**src/rtl/i2c_status_master.sv**
```systemverilog
module i2c_status_master (
  input  logic       clk,
  input  logic       rst_n,
  input  logic       wr_en,
  input  logic [1:0] addr,
  input  logic [7:0] wdata,
  output logic [7:0] rdata,
  output logic       scl_o,
  output logic       sda_o,
  input  logic       sda_i
);
  localparam int CW = 15;
  localparam logic [7:0] ST_IDLE = 8'hF8;

  typedef enum logic [3:0] {
    S_IDLE, S_ST0, S_ST1, S_ST2, S_LO, S_HI, S_HOLD, S_SP0, S_SP1, S_SP2
  } st_t;

  st_t        st;
  logic [7:0] data_q, shreg, status_q, code;
  logic [6:0] baud_q;
  logic       en, sta, sto, iflg, aak, rw_q, addr_ph, scl_q, sda_q;
  logic [3:0] bitn;
  logic [CW-1:0] cnt, half;
  logic       run, tick, tx, idle, ack_in;

  assign half   = (CW'(baud_q[6:3]) + CW'(1)) * CW'(10) << baud_q[2:0];
  assign idle   = (st == S_IDLE);
  assign run    = !(idle || st == S_HOLD);
  assign tick   = run && (cnt >= half - CW'(1));
  assign tx     = addr_ph | ~rw_q;
  assign ack_in = ~sda_i;
  assign scl_o  = scl_q;
  assign sda_o  = sda_q;

  always_comb begin
    if (addr_ph)   code = rw_q ? (ack_in ? 8'h40 : 8'h48) : (ack_in ? 8'h18 : 8'h20);
    else if (!rw_q) code = ack_in ? 8'h28 : 8'h30;
    else           code = sda_q ? 8'h58 : 8'h50;
  end

  always_comb begin
    case (addr)
      2'd0:    rdata = data_q;
      2'd1:    rdata = {1'b0, en, sta, sto, iflg, aak, 2'b00};
      2'd2:    rdata = status_q;
      default: rdata = 8'h00;
    endcase
  end

  always_ff @(posedge clk or negedge rst_n) begin
    if (!rst_n) begin
      st <= S_IDLE; data_q <= '0; shreg <= '0; status_q <= ST_IDLE; baud_q <= '0;
      en <= 1'b0; sta <= 1'b0; sto <= 1'b0; iflg <= 1'b0; aak <= 1'b0;
      rw_q <= 1'b0; addr_ph <= 1'b0; scl_q <= 1'b1; sda_q <= 1'b1;
      bitn <= '0; cnt <= '0;
    end else if (wr_en && addr == 2'd3) begin
      st <= S_IDLE; data_q <= '0; shreg <= '0; status_q <= ST_IDLE; baud_q <= '0;
      en <= 1'b0; sta <= 1'b0; sto <= 1'b0; iflg <= 1'b0; aak <= 1'b0;
      rw_q <= 1'b0; addr_ph <= 1'b0; scl_q <= 1'b1; sda_q <= 1'b1;
      bitn <= '0; cnt <= '0;
    end else begin
      cnt <= (!run || tick) ? '0 : cnt + CW'(1);
      if (wr_en) begin
        case (addr)
          2'd0: data_q <= wdata;
          2'd1: begin
            en <= wdata[6]; sta <= wdata[5]; sto <= wdata[4]; aak <= wdata[2];
            if (!wdata[3]) iflg <= 1'b0;
          end
          default: baud_q <= wdata[6:0];
        endcase
      end
      case (st)
        S_IDLE: if (en && sta) st <= S_ST1;
        S_ST0:  if (tick) begin scl_q <= 1'b1; st <= S_ST1; end
        S_ST1:  if (tick) begin sda_q <= 1'b0; st <= S_ST2; end
        S_ST2:  if (tick) begin
          scl_q <= 1'b0; sta <= 1'b0; iflg <= 1'b1; status_q <= 8'h08;
          addr_ph <= 1'b1; st <= S_HOLD;
        end
        S_HOLD: if (!iflg) begin
          if (sta) begin sda_q <= 1'b1; st <= S_ST0; end
          else if (sto) begin sda_q <= 1'b0; st <= S_SP0; end
          else begin
            shreg <= data_q; bitn <= '0;
            if (addr_ph) rw_q <= data_q[0];
            st <= S_LO;
          end
        end
        S_LO: begin
          if (cnt == '0)
            sda_q <= (bitn == 4'd8) ? (tx ? 1'b1 : ~aak) : (tx ? shreg[7] : 1'b1);
          if (tick) begin scl_q <= 1'b1; st <= S_HI; end
        end
        S_HI: if (tick) begin
          scl_q <= 1'b0;
          shreg <= {shreg[6:0], sda_i};
          if (bitn == 4'd8) begin
            iflg <= 1'b1; status_q <= code; addr_ph <= 1'b0; st <= S_HOLD;
            if (!tx) data_q <= shreg;
          end else begin
            bitn <= bitn + 4'd1; st <= S_LO;
          end
        end
        S_SP0: if (tick) begin scl_q <= 1'b1; st <= S_SP1; end
        S_SP1: if (tick) begin sda_q <= 1'b1; st <= S_SP2; end
        S_SP2: if (tick) begin sto <= 1'b0; status_q <= ST_IDLE; st <= S_IDLE; end
        default: st <= S_IDLE;
      endcase
    end
  end
endmodule

```
**config.mk**
```make
export PLATFORM = sky130hd
export DESIGN_NAME = i2c_status_master
export DESIGN_NICKNAME = d
export VERILOG_FILES = /design/src/rtl/i2c_status_master.sv
export SDC_FILE = /design/constraint.sdc
export NUM_CORES = 1
export LEC_CHECK = 0
export BUFFER_PORTS_ARGS = -buffer_cell sky130_fd_sc_hd__buf_2
export CAP_MARGIN = 25
export CORE_UTILIZATION = 40
export DETAILED_ROUTE_END_ITERATION = 8
export PLACE_DENSITY = 0.54
export SETUP_SLACK_MARGIN = 0.5
export SLEW_MARGIN = 20
export SYNTH_ARGS = -nofsm -noshare
export SYNTH_HDL_FRONTEND = slang
export SYNTH_SLANG_ARGS = --single-unit
```
**constraint.sdc**
```tcl
create_clock -name clk -period 6.72 [get_ports clk]
set_clock_uncertainty 0.2 [all_clocks]
set_input_delay 1.344 -clock clk [delete_from_list [all_inputs] [get_ports clk]]
set_output_delay 1.344 -clock clk [all_outputs]
set_load 0.1 [all_outputs]
```
# ---- Word level (Yosys, flattened, before mapping)
# Index checks and enable logic that the tools add are counted.
dict set report word_totals {
  ff_bits 63
  latchBits 0
  ramBits 0
  rom_bits 0
  inputBits 14
  out_inout_bits 10
  wordCells 193
  n_memories 0
}
dict set report op_classes {
  addsub 4
  n_mul 1
  div_mod_pow 0
  order_cmp 1
  n_eq_ne 35
  shift 1
  muxes 101
  bitwise 3
  n_reduce_logical 31
}
# op n
set op_table {}
lappend op_table {{2-to-1 mux 8 bit} 18}
lappend op_table {{2-to-1 mux 4 bit} 19}
lappend op_table {{one-hot mux 8 bit (3 select lines)} 2}
lappend op_table {{2-to-1 mux 1 bit} 43}
lappend op_table {{one-hot mux 4 bit (10 select lines)} 1}
lappend op_table {{2-to-1 mux 7 bit} 5}
lappend op_table {{!= test 3 bit (second input constant)} 11}
lappend op_table {{2-to-1 mux 15 bit} 2}
lappend op_table {{== test 4 x 3 -> 1 bit (second input constant)} 4}
lappend op_table {{one-hot mux 8 bit (2 select lines)} 1}
lappend op_table {{adder 15 x 1 -> 15 bit (second input constant)} 1}
lappend op_table {{>= comparator 15 bit} 1}
lappend op_table {{logical NOT 15 bit} 1}
lappend op_table {{AND reduction 5 bit} 3}
lappend op_table {{<< shifter 9 x 3 -> 15 bit} 1}
lappend op_table {{subtractor 15 x 1 -> 15 bit (second input constant)} 1}
lappend op_table {{== test 4 bit (second input constant)} 3}
lappend op_table {{AND reduction 6 bit} 2}
lappend op_table {{AND reduction 10 bit} 1}
lappend op_table {{!= test 3 x 1 -> 1 bit (second input constant)} 3}
lappend op_table {{!= test 3 x 2 -> 1 bit (second input constant)} 3}
lappend op_table {{nonzero test 3 bit} 3}
lappend op_table {{== test 4 x 2 -> 1 bit (second input constant)} 2}
lappend op_table {{multiplier 5 x 3 -> 8 bit (second input constant)} 1}
lappend op_table {{other kinds (29)} 45}

# ---- Logic depth before layout (Yosys ltp)
# Gate-level depths: netlist of run 1.
dict set report depth {
  word_depth 9
  ltp_mapped 25
  depth_no_buf 24
}

# ---- Worst setup path before layout of run 1
# No wires, ideal clock.
dict set report synth_path {
  kind {register -> register}
  startpoint {reg baud_q[3]}
  endpoint {reg status_q[3]}
  setup_time_ns 0.082
  t_arrival_ns 5.691
  required_time_ns 6.438
  slack_ns 0.747
  path_stages_with_launch 21
  n_path_buf 0
  synth_period_minus_slack_ns 5.973
  cell_sequence {dfrtp_1 > ha_1 > nand3_1 > clkinv_1 > ha_1 > inv_1 > fa_1 > xnor3_1 > mux4_2 > o21a_1 > o221a_1 > or3_4 > xnor2_1 > ha_1 > nand3_1 > a211oi_1 > a211oi_1 > o21ai_1 > nand2_1 > o21ai_0 > mux2_2}
}
dict set report synth_via {
  elab_chain_len 8
  word_cells_on_any_way 10
  cone_classes {add/sub: 2; mul: 1; order compare: 1; eq/ne: 3; shift: 1; reduce/logical: 2}
}
# element line
set synth_rtl {}
lappend synth_rtl {{start, declared} 21} ;# logic [6:0] baud_q;
lappend synth_rtl {{start signal, assigned} 71} ;# default: baud_q <= wdata[6:0];
lappend synth_rtl {{adder 4 x 1 -> 5 bit (*)} 27} ;# assign half = (CW'(baud_q[6:3]) + CW'(1)) * CW'(10) << baud_q[2:0];
lappend synth_rtl {{multiplier 5 x 3 -> 8 bit (*)} 27}
lappend synth_rtl {{<< shifter 9 x 3 -> 15 bit (*)} 27}
lappend synth_rtl {{subtractor 15 x 1 -> 15 bit (*)} 30} ;# assign tick = run && (cnt >= half - CW'(1));
lappend synth_rtl {{>= comparator 15 bit (*)} 30}
lappend synth_rtl {{logical AND 1 bit (*)} 30}
lappend synth_rtl {{!= test 3 bit (no line)} n/a}
lappend synth_rtl {{AND reduction 5 bit (no line) (*)} n/a}
lappend synth_rtl {{end signal, assigned} 53} ;# st <= S_IDLE; data_q <= '0; shreg <= '0; status_q <= ST_IDLE; baud_q <= '0;
lappend synth_rtl {{end signal, assigned} 58} ;# st <= S_IDLE; data_q <= '0; shreg <= '0; status_q <= ST_IDLE; baud_q <= '0;
lappend synth_rtl {{end signal, assigned} 79} ;# scl_q <= 1'b0; sta <= 1'b0; iflg <= 1'b1; status_q <= 8'h08;
lappend synth_rtl {{end, declared} 20} ;# logic [7:0] data_q, shreg, status_q, code;
# Every way passes the cells marked *; elsewhere a longest branch is shown, timed or not.
# A chain may end at the register's enable or synchronous reset.

# ---- Worst setup path after layout of run 1
# Same ends and word-level chain as after synthesis.

==> flow_metrics.tcl, run 1 <==
set metrics [dict create \
    fin_ws_ns 0.9099 \
    slew_headroom 0.4047 \
    die_h_um 110.9 \
    power_mw 1.356 \
    syn2layout_area_growth_pct 12.02 \
    fin_util 0.4618 \
    grt_max_degree 61 \
    post-place-ws_ns 0.5070 \
    drive_above_1_share 0.1329 \
    worstSkewPairLatency_ns 0.33 \
    tightest_slew_ns 0.8929 \
    synthArstFlopShare 1.000 \
    cts_htree_levels 3 \
    syn_inst 565 \
    grt-ovfl-total 0 \
    dp.cells 710 \
    ir_drop_mv 0.1772 \
    syn_area_mm2 0.004747 \
    power_per_cell_area_mw_per_mm2 255.0 \
    status "finished, final reports clean" \
    core-area_mm2 0.01152 \
    tns_ns 0 \
    first_iter_violations 239 \
    fmax_mhz 172.1 \
    cts_hold_buf 0 \
    clkTransAtPathRegs_ns 0.05 \
    regArea_mm2 0.001513 \
    gp_congestion 0.8035 \
    yosys-top-cells-area "dfrtp_1 (28%), ha_1 (7.4%), mux2i_1 (5.7%)" \
    crit_arrival_ns 5.87 \
    num_antenna_cells 0 \
    yosysTopAreaCell "dfrtp_1" \
    synth_ff_type "dfrtp_1" \
    num_io_pins 24 \
    nets 625 \
    path_max_fanout 9 \
    clk_path_buf_depth 2 \
    final_area_mm2 0.005318 \
    rows 39 \
    report.final.hold_viol_count 0 \
    end_kind "flip-flop" \
    ys_ff_latch 60 \
    cts_root_buf "clkbuf_16" \
    leakagePower_nw 2.293 \
    grt_usage 0.2126 \
    fillCellCount 1144 \
    holdWs_ns 0.2814 \
    grt_pass1_wl_um 20590 \
    first_global_vias 4108 \
    die-area_mm2 0.01231 \
    vias 4158 \
    synth_top_cells_by_count "nor2_1 (59), nand2_1 (56), dfrtp_1 (53), o21ai_0 (36), ha_1 (28)" \
    crit_path_start_kind "flip-flop" \
    cts_sinks 60 \
    antenna_found_initial 0 \
    die_w_um 110.9 \
    ant_nets 0 \
    cts_tree "done" \
    synthMostInstantiatedCell "nor2_1" \
    place_area_mm2 0.004994 \
    hp-class "flip-flop to flip-flop" \
    period_minus_slack_ns 5.810 \
    cts_buffers 9 \
    synth.top_cell.area_share 0.2794 \
    critical_path_class "flip-flop to flip-flop" \
    multi_input_area_mm2 0.003072 \
    synth_edf_count 0 \
    maxCapViolCount 0 \
    period_share 0.8646 \
    syn_avg_cell_area_um2 8.402 \
    synth_cell_types 66 \
    yosysSeqAreaShare 0.3181 \
    drt_first_pass_iters 5 \
    finalSetupViolCount 0 \
    fin_cells 730 \
    routed_wl_um 12150 \
    required_ns 6.78 \
    synth_fp_nets 608 \
    start_util 0.4122 \
    drc_errors 0 \
    post-dp-hpwl_um 9005 \
    yosys_warnings 0 \
    viasPerCell 5.696 \
    slew_viol_final 0 \
    grt_setup_unrepaired "yes" \
    port_buffers 23 \
    wl_per_cell_um 16.64 \
]
-- layer usage --
layer / routed length, µm / share of wire / GRT usage
met5: 0 / 0 / 0
met4: 252 / 0.021 / 0.08676
met1: 5463 / 0.45 / 0.2702
met2: 5976 / 0.49 / 0.3543
met3: 455 / 0.037 / 0.03991
-- report_power, final --
part	switching (mW)	internal [mW]	total [mW]	leakage, nW
clock	0.158	0.259	0.417	0.127
combinational	0.279	0.183	0.462	1.38
sequential	0.0759	0.402	0.478	0.781
-- critical path, cell delays in order (launching register included) --
cell and delay (ns):
dfrtp_2 0.43, ha_2 0.35, nand2_1 0.13, inv_1 0.08
nor2_1 0.12, ha_1 0.19, inv_1 0.07, fa_2 0.39
xnor3_2 0.45, mux4_2 0.50, o21a_1 0.20, o221a_1 0.23
or3_4 0.42, xnor2_1 0.14, ha_1 0.30, nand3_1 0.09
a211oi_1 0.17, a211oi_1 0.10, o21ai_1 0.15, buf_4 0.20
nand2_1 0.15, o21ai_1 0.19, buf_4 0.15, mux2_2 0.32
-- state kept, by name, indices dropped and copies added (netlist names) --
register and flops:
sta 1, rw_q 1, st 4, shreg 8, scl_o 1, bitn 4, iflg 1, aak 1
status_q 5, baud_q 7, cnt 15, sda_o 1, en 1, sto 1, data_q 8, addr_ph 1
-- final cells by class --
cell class,instances,share of cell area
clock inverter,2,0.002353
tap,143,0.03365
timing repair buffer,34,0.03718
multi-input combinational,454,0.5776
inverter,23,0.01694
sequential,60,0.2845
clock buffer,14,0.04776
-- cell usage in the layout (no fill, tap or decap), types with 15 or more instances in the layout --
cell type  netlist  final
dfrtp_1         53     51
xnor2_1         20     19
inv_1           22     22
nor2_1          59     59
nand3_1         18     18
mux2i_1         27     27
nand2_1         56     56
a21oi_1         25     25
o21ai_0         36     35
nand2b_1        16     16
ha_1            28     27
buf_2            0     23
o31ai_1         15     15
-- worst paths after layout --
path,start,endpoint,slack (ns),depth (start not counted)
max,baud_q[3],status_q[3],0.91,23
min in group asynchronous,rst_n,cnt[1],0.97,2
min,scl_o,scl_o,0.28,2
max reg2reg,baud_q[3],status_q[3],0.91,23
max in group asynchronous,rst_n,baud_q[3],4.78,2
min reg2reg,scl_o,scl_o,0.28,2
-- timing repair --
action	4_1_cts	5_1_grt
pin swaps	0	1
buffers inserted	0	4
gates resized for setup	1	8
setup endpoints to repair	2	50
-- cells by family after synthesis --
family                     Yosys count  share of synthesized area
DFF                                 60                     0.3181
and+or+nand+nor                    224                     0.2396
xor gates and xnor gates            34                    0.06721
AOI/OAI and AO/OA                  135                     0.1856
muxes                               32                    0.07116
adders and majority gates           29                    0.07802
buffers and inverters               51                    0.04033
No activity file was read; power rests on OpenSTA's default activity.
==> run 2: changes to the inputs <==
MAX_ROUTING_LAYER = met4   (was unset)
REMOVE_ABC_BUFFERS = 1   (was unset)
==> flow_metrics.tcl, run 2 (synthesis gave the netlist of run 1 again) <==
set metrics [dict create \
    drive_above_1_share 0.1350 \
    rows 39 \
    cts_tree "done" \
    cts_root_buf "clkbuf_16" \
    syn2layout_area_growth_pct 12.65 \
    maxCapViolCount 0 \
    fin_cells 728 \
    slew_headroom 0.3757 \
    post-dp-hpwl_um 8833 \
    leakagePower_nw 2.308 \
    die-area_mm2 0.01231 \
    crit_path_start_kind "flip-flop" \
    clkTransAtPathRegs_ns 0.05 \
    fmax_mhz 171.9 \
    die_w_um 110.9 \
    first_iter_violations 279 \
    ir_drop_mv 0.1984 \
    finalSetupViolCount 0 \
    status "finished, final reports clean" \
    tightest_slew_ns 0.9365 \
    multi_input_area_mm2 0.003067 \
    clk_path_buf_depth 2 \
    power_per_cell_area_mw_per_mm2 268.4 \
    fin_util 0.4644 \
    antenna_found_initial 0 \
    period_share 0.8656 \
    cts_sinks 60 \
    drc_errors 0 \
    largest_reg_flops 15 \
    grt_pass1_wl_um 20790 \
    ant_nets 0 \
    grt_setup_unrepaired "no" \
    routed_wl_um 12080 \
    worstSkewPairLatency_ns 0.34 \
    fillCellCount 1134 \
    period_minus_slack_ns 5.817 \
    vias 4134 \
    nets 623 \
    first_global_vias 4090 \
    required_ns 6.75 \
    core-area_mm2 0.01152 \
    tns_ns 0 \
    crit_arrival_ns 5.85 \
    drt_first_pass_iters 4 \
    hp-class "flip-flop to flip-flop" \
    final_cell_mix "nor2_1 (59), nand2_1 (55), dfrtp_1 (51)" \
    holdWs_ns 0.2850 \
    grt_max_degree 61 \
    cts_buffers 9 \
    path_max_fanout 17 \
    top_regs "cnt (15), data_q (8), shreg (8)" \
    cts_htree_levels 3 \
    slew_viol_final 0 \
    critical_path_class "flip-flop to flip-flop" \
    end_kind "flip-flop" \
    grt_usage 0.2178 \
    num_io_pins 24 \
    top_register "cnt" \
    regArea_mm2 0.001513 \
    dp.cells 710 \
    grt-ovfl-total 0 \
    gp_congestion 0.8232 \
    port_buffers 23 \
    start_util 0.4122 \
    cts_hold_buf 0 \
    viasPerCell 5.679 \
    num_antenna_cells 0 \
    report.final.hold_viol_count 0 \
    final_common_cell "nor2_1" \
    wl_per_cell_um 16.59 \
    die_h_um 110.9 \
    power_mw 1.436 \
]
run 2: power breakdown:
part	internal (mW)	switching (mW)
clock	0.334	0.160
combinational	0.183	0.283
sequential	0.402	0.0741
total	0.918	0.517
run 2: final cells by class:
cell class / count / area share
clock inverter: 4 / 0.01357
sequential: 60 / 0.2829
tap: 143 / 0.03346
clock buffer: 12 / 0.04609
inverter: 23 / 0.01638
timing repair buffer: 32 / 0.03416
multi-input combinational: 454 / 0.5735
run 2: critical path, stage by stage, from the launching register on:
cell	delay, ns
dfrtp_2	0.45
ha_2	0.34
nand2_1	0.13
inv_1	0.07
nor2_1	0.11
ha_1	0.19
inv_1	0.06
fa_1	0.47
xnor3_2	0.30
mux4_2	0.52
o21a_1	0.21
o221a_1	0.23
or3_4	0.42
nor3b_2	0.20
xnor2_1	0.10
ha_1	0.18
a21o_1	0.17
a21o_1	0.16
a21oi_1	0.16
o21ai_2	0.15
a211oi_2	0.40
buf_4	0.30
nand2_1	0.08
o31ai_1	0.07
run 2: worst paths after layout:
path	slack [ns]	end	startpoint	cells after the start
min in group asynchronous	0.97	cnt[0]	rst_n	2
hold / removal	0.29	scl_o	scl_o	2
hold reg to reg	0.29	scl_o	scl_o	2
setup / recovery	0.90	shreg[1]	baud_q[3]	23
max in group asynchronous	4.74	baud_q[3]	rst_n	2
setup reg to reg	0.90	shreg[1]	baud_q[3]	23
run 2: stage by stage:
stage / setup WS [ns] / instance area (µm²)
final: 0.9029 / 5348
after global routing: 0.5273 / 5348
after CTS: 0.5224 / 5318
after detailed placement: 0.3088 / 4994
after global placement: 0.5483 / 4994
after floorplan: -0.07709 / 4642
run 2: timing repair:
item / CTS / global route
cloned: 0 / 0
buffers inserted: 0 / 2
gates resized for setup: 2 / 6
pin swaps: 1 / 2
setup endpoints to repair: 39 / 46
run 2: layer usage:
metal	share of wire	wire length, µm	GRT usage
met3	0.040	489	0.04483
met5	0	0	-
met1	0.46	5552	0.2695
met2	0.48	5826	0.3539
met4	0.017	209	0.07397
==> run 3: changes to the inputs <==
CELL_PAD_IN_SITES_DETAIL_PLACEMENT = 0   (was unset)
CELL_PAD_IN_SITES_GLOBAL_PLACEMENT = 2   (was unset)
CORE_UTILIZATION = 38   (was 40)
PLACE_DENSITY = 0.78   (was 0.54)
==> flow_metrics.tcl, run 3 (synthesis gave the netlist of run 1 again) <==
set metrics [dict create \
    status "finished, final reports clean" \
    power_per_cell_area_mw_per_mm2 254.5 \
    fillCellCount 1272 \
    r2r_end "st[0]" \
    period_minus_slack_ns 5.928 \
    fmax_mhz 168.7 \
    drc_errors 0 \
    die-area_mm2 0.01294 \
    grt_setup_unrepaired "no" \
    clkTransAtPathRegs_ns 0.05 \
    path_max_fanout 9 \
    crit_end "st[0]" \
    cp_slowest_cell "mux4_2" \
    period_share 0.8822 \
    reg2reg_depth 22 \
    wl_per_cell_um 16.60 \
    critical_path_class "flip-flop to flip-flop" \
    crit_path_start_kind "flip-flop" \
    largest_reg_flops 15 \
    worstReg2RegStart "baud_q[3]" \
    slew_headroom 0.3712 \
    required_ns 6.76 \
    drt_first_pass_iters 5 \
    crit_arrival_ns 5.97 \
    core-area_mm2 0.01211 \
    routed_wl_um 12470 \
    antenna_found_initial 0 \
    die_w_um 113.8 \
    holdPathStages 2 \
    cp-startpoint "baud_q[3]" \
    top_usage_layer "met2" \
    cts_htree_levels 3 \
    num_antenna_cells 0 \
    cts_root_buf "clkbuf_16" \
    port_buffers 23 \
    cts_sinks 60 \
    met3_usage 0.04835 \
    slew_viol_final 0 \
    vias 4157 \
    ant_nets 0 \
    grt_pass1_wl_um 20980 \
    fin_util 0.4410 \
    cpPeakStageDelay_ns 0.52 \
    grt_usage 0.2149 \
    clk_path_buf_depth 2 \
    leakagePower_nw 2.283 \
    rows 40 \
    worstSkewPairLatency_ns 0.34 \
    viasPerCell 5.535 \
    cts_tree "done" \
    grt-ovfl-total 0 \
    nets 622 \
    final_common_cell "nor2_1" \
    gp_congestion 0.8347 \
    end_kind "flip-flop" \
    post-dp-hpwl_um 9267 \
    start_util 0.3919 \
    path_cells "ha_2, nand3_1, clkinv_2, ha_1, inv_1, fa_2, xnor3_2, mux4_2, o21a_1, o221a_1, or3_4, xnor2_1, ha_1, nand3_1, a211oi_2, a211oi_2, o21ai_2, buf_4, buf_4, o32ai_1, or2_2, o31ai_1" \
    top_regs "cnt (15), data_q (8), shreg (8)" \
    cts_buffers 9 \
    grt_max_degree 61 \
    use_met1 0.2623 \
    num_io_pins 24 \
    die_h_um 113.8 \
    syn2layout_area_growth_pct 12.52 \
    rrSetupSlack_ns 0.79 \
    final_cell_mix "nor2_1 (59), nand2_1 (55), dfrtp_1 (52)" \
    top_register "cnt" \
    first_global_vias 4064 \
    first_iter_violations 196 \
    maxCapViolCount 0 \
    tightest_slew_ns 0.9301 \
    drive_above_1_share 0.1372 \
    report.final.hold_viol_count 0 \
    finalSetupViolCount 0 \
    use_met2 0.3516 \
    ir_drop_mv 0.1568 \
    hp-class "flip-flop to flip-flop" \
    holdWs_ns 0.2802 \
]
[run 3: cell count changes in the layout (fill, tap and decap cells not counted), moves of 2 or more]
cell	before	now
a211oi_1	12	9
a211oi_2	1	3
buf_4	9	7
bufinv_16	2	0
clkbuf_1	2	4
[run 3: how the worst min path moves through the flow]
| stage | startpoint | to |
|---|---|---|
| floorplan | en | en |
| CTS | scl_o | scl_o |
| global placement | shreg[0] | shreg[0] |
| detailed placement | scl_o | scl_o |
| global route | scl_o | scl_o |
| finish | scl_o | scl_o |
[run 3: timing repair]
action	CTS	global route
endpoints found under the setup margin	47	48
setup buffers	0	1
pin swaps	0	2
hold buffers	0	0
resized for setup	2	14
[run 3: layout make-up]
| type | instances | area [µm²] | area share |
|---|---|---|---|
| multi-input cells | 454 | 3100 | 0.5805 |
| flip-flops and latches | 60 | 1511 | 0.2830 |
| clock buffers | 13 | 240.2 | 0.04498 |
| repair buffers | 31 | 178.9 | 0.03350 |
| well taps | 168 | 210.2 | 0.03935 |
| inverters | 23 | 87.58 | 0.01640 |
| clock inverters | 2 | 12.51 | 0.002342 |
[run 3: worst max-delay path: cells and delay by family (launching register included)]
family          cells  cell delay [ns]
buf+inv             4             0.55
fa+ha+maj           4             1.30
mux                 1             0.52
xor+xnor            2             0.60
flops               1             0.47
compound gates      7             1.22
simple gates        4             0.98
[run 3: per-stage QoR]
stage / total power [mW] / setup slack, ns / instance area, µm² / setup TNS, ns / cells
6_report: 1.359 / 0.7917 / 5341 / 0 / 751
5_1_grt: 1.456 / 0.4905 / 5341 / 0 / 751
4_1_cts: 1.360 / 0.5078 / 5283 / 0 / 750
3_5_place_dp: 0.9454 / 0.3134 / 5025 / 0 / 735
3_3_place_gp: 0.9407 / 0.5655 / 5025 / 0 / 735
2_1_floorplan: 0.8189 / -0.07709 / 4642 / -0.2634 / 537
[run 3: report_power, final]
| part | switching, mW | internal [mW] |
|---|---|---|
| Sequential | 0.0764 | 0.402 |
| Combinational | 0.289 | 0.186 |
| Clock | 0.160 | 0.247 |
| Total | 0.525 | 0.835 |
[run 3: per-layer routing]
metal	part of all wire	wire (µm)
met1	0.45	5616
met2	0.49	6110
met5	0	0
met4	0.023	288
met3	0.037	456
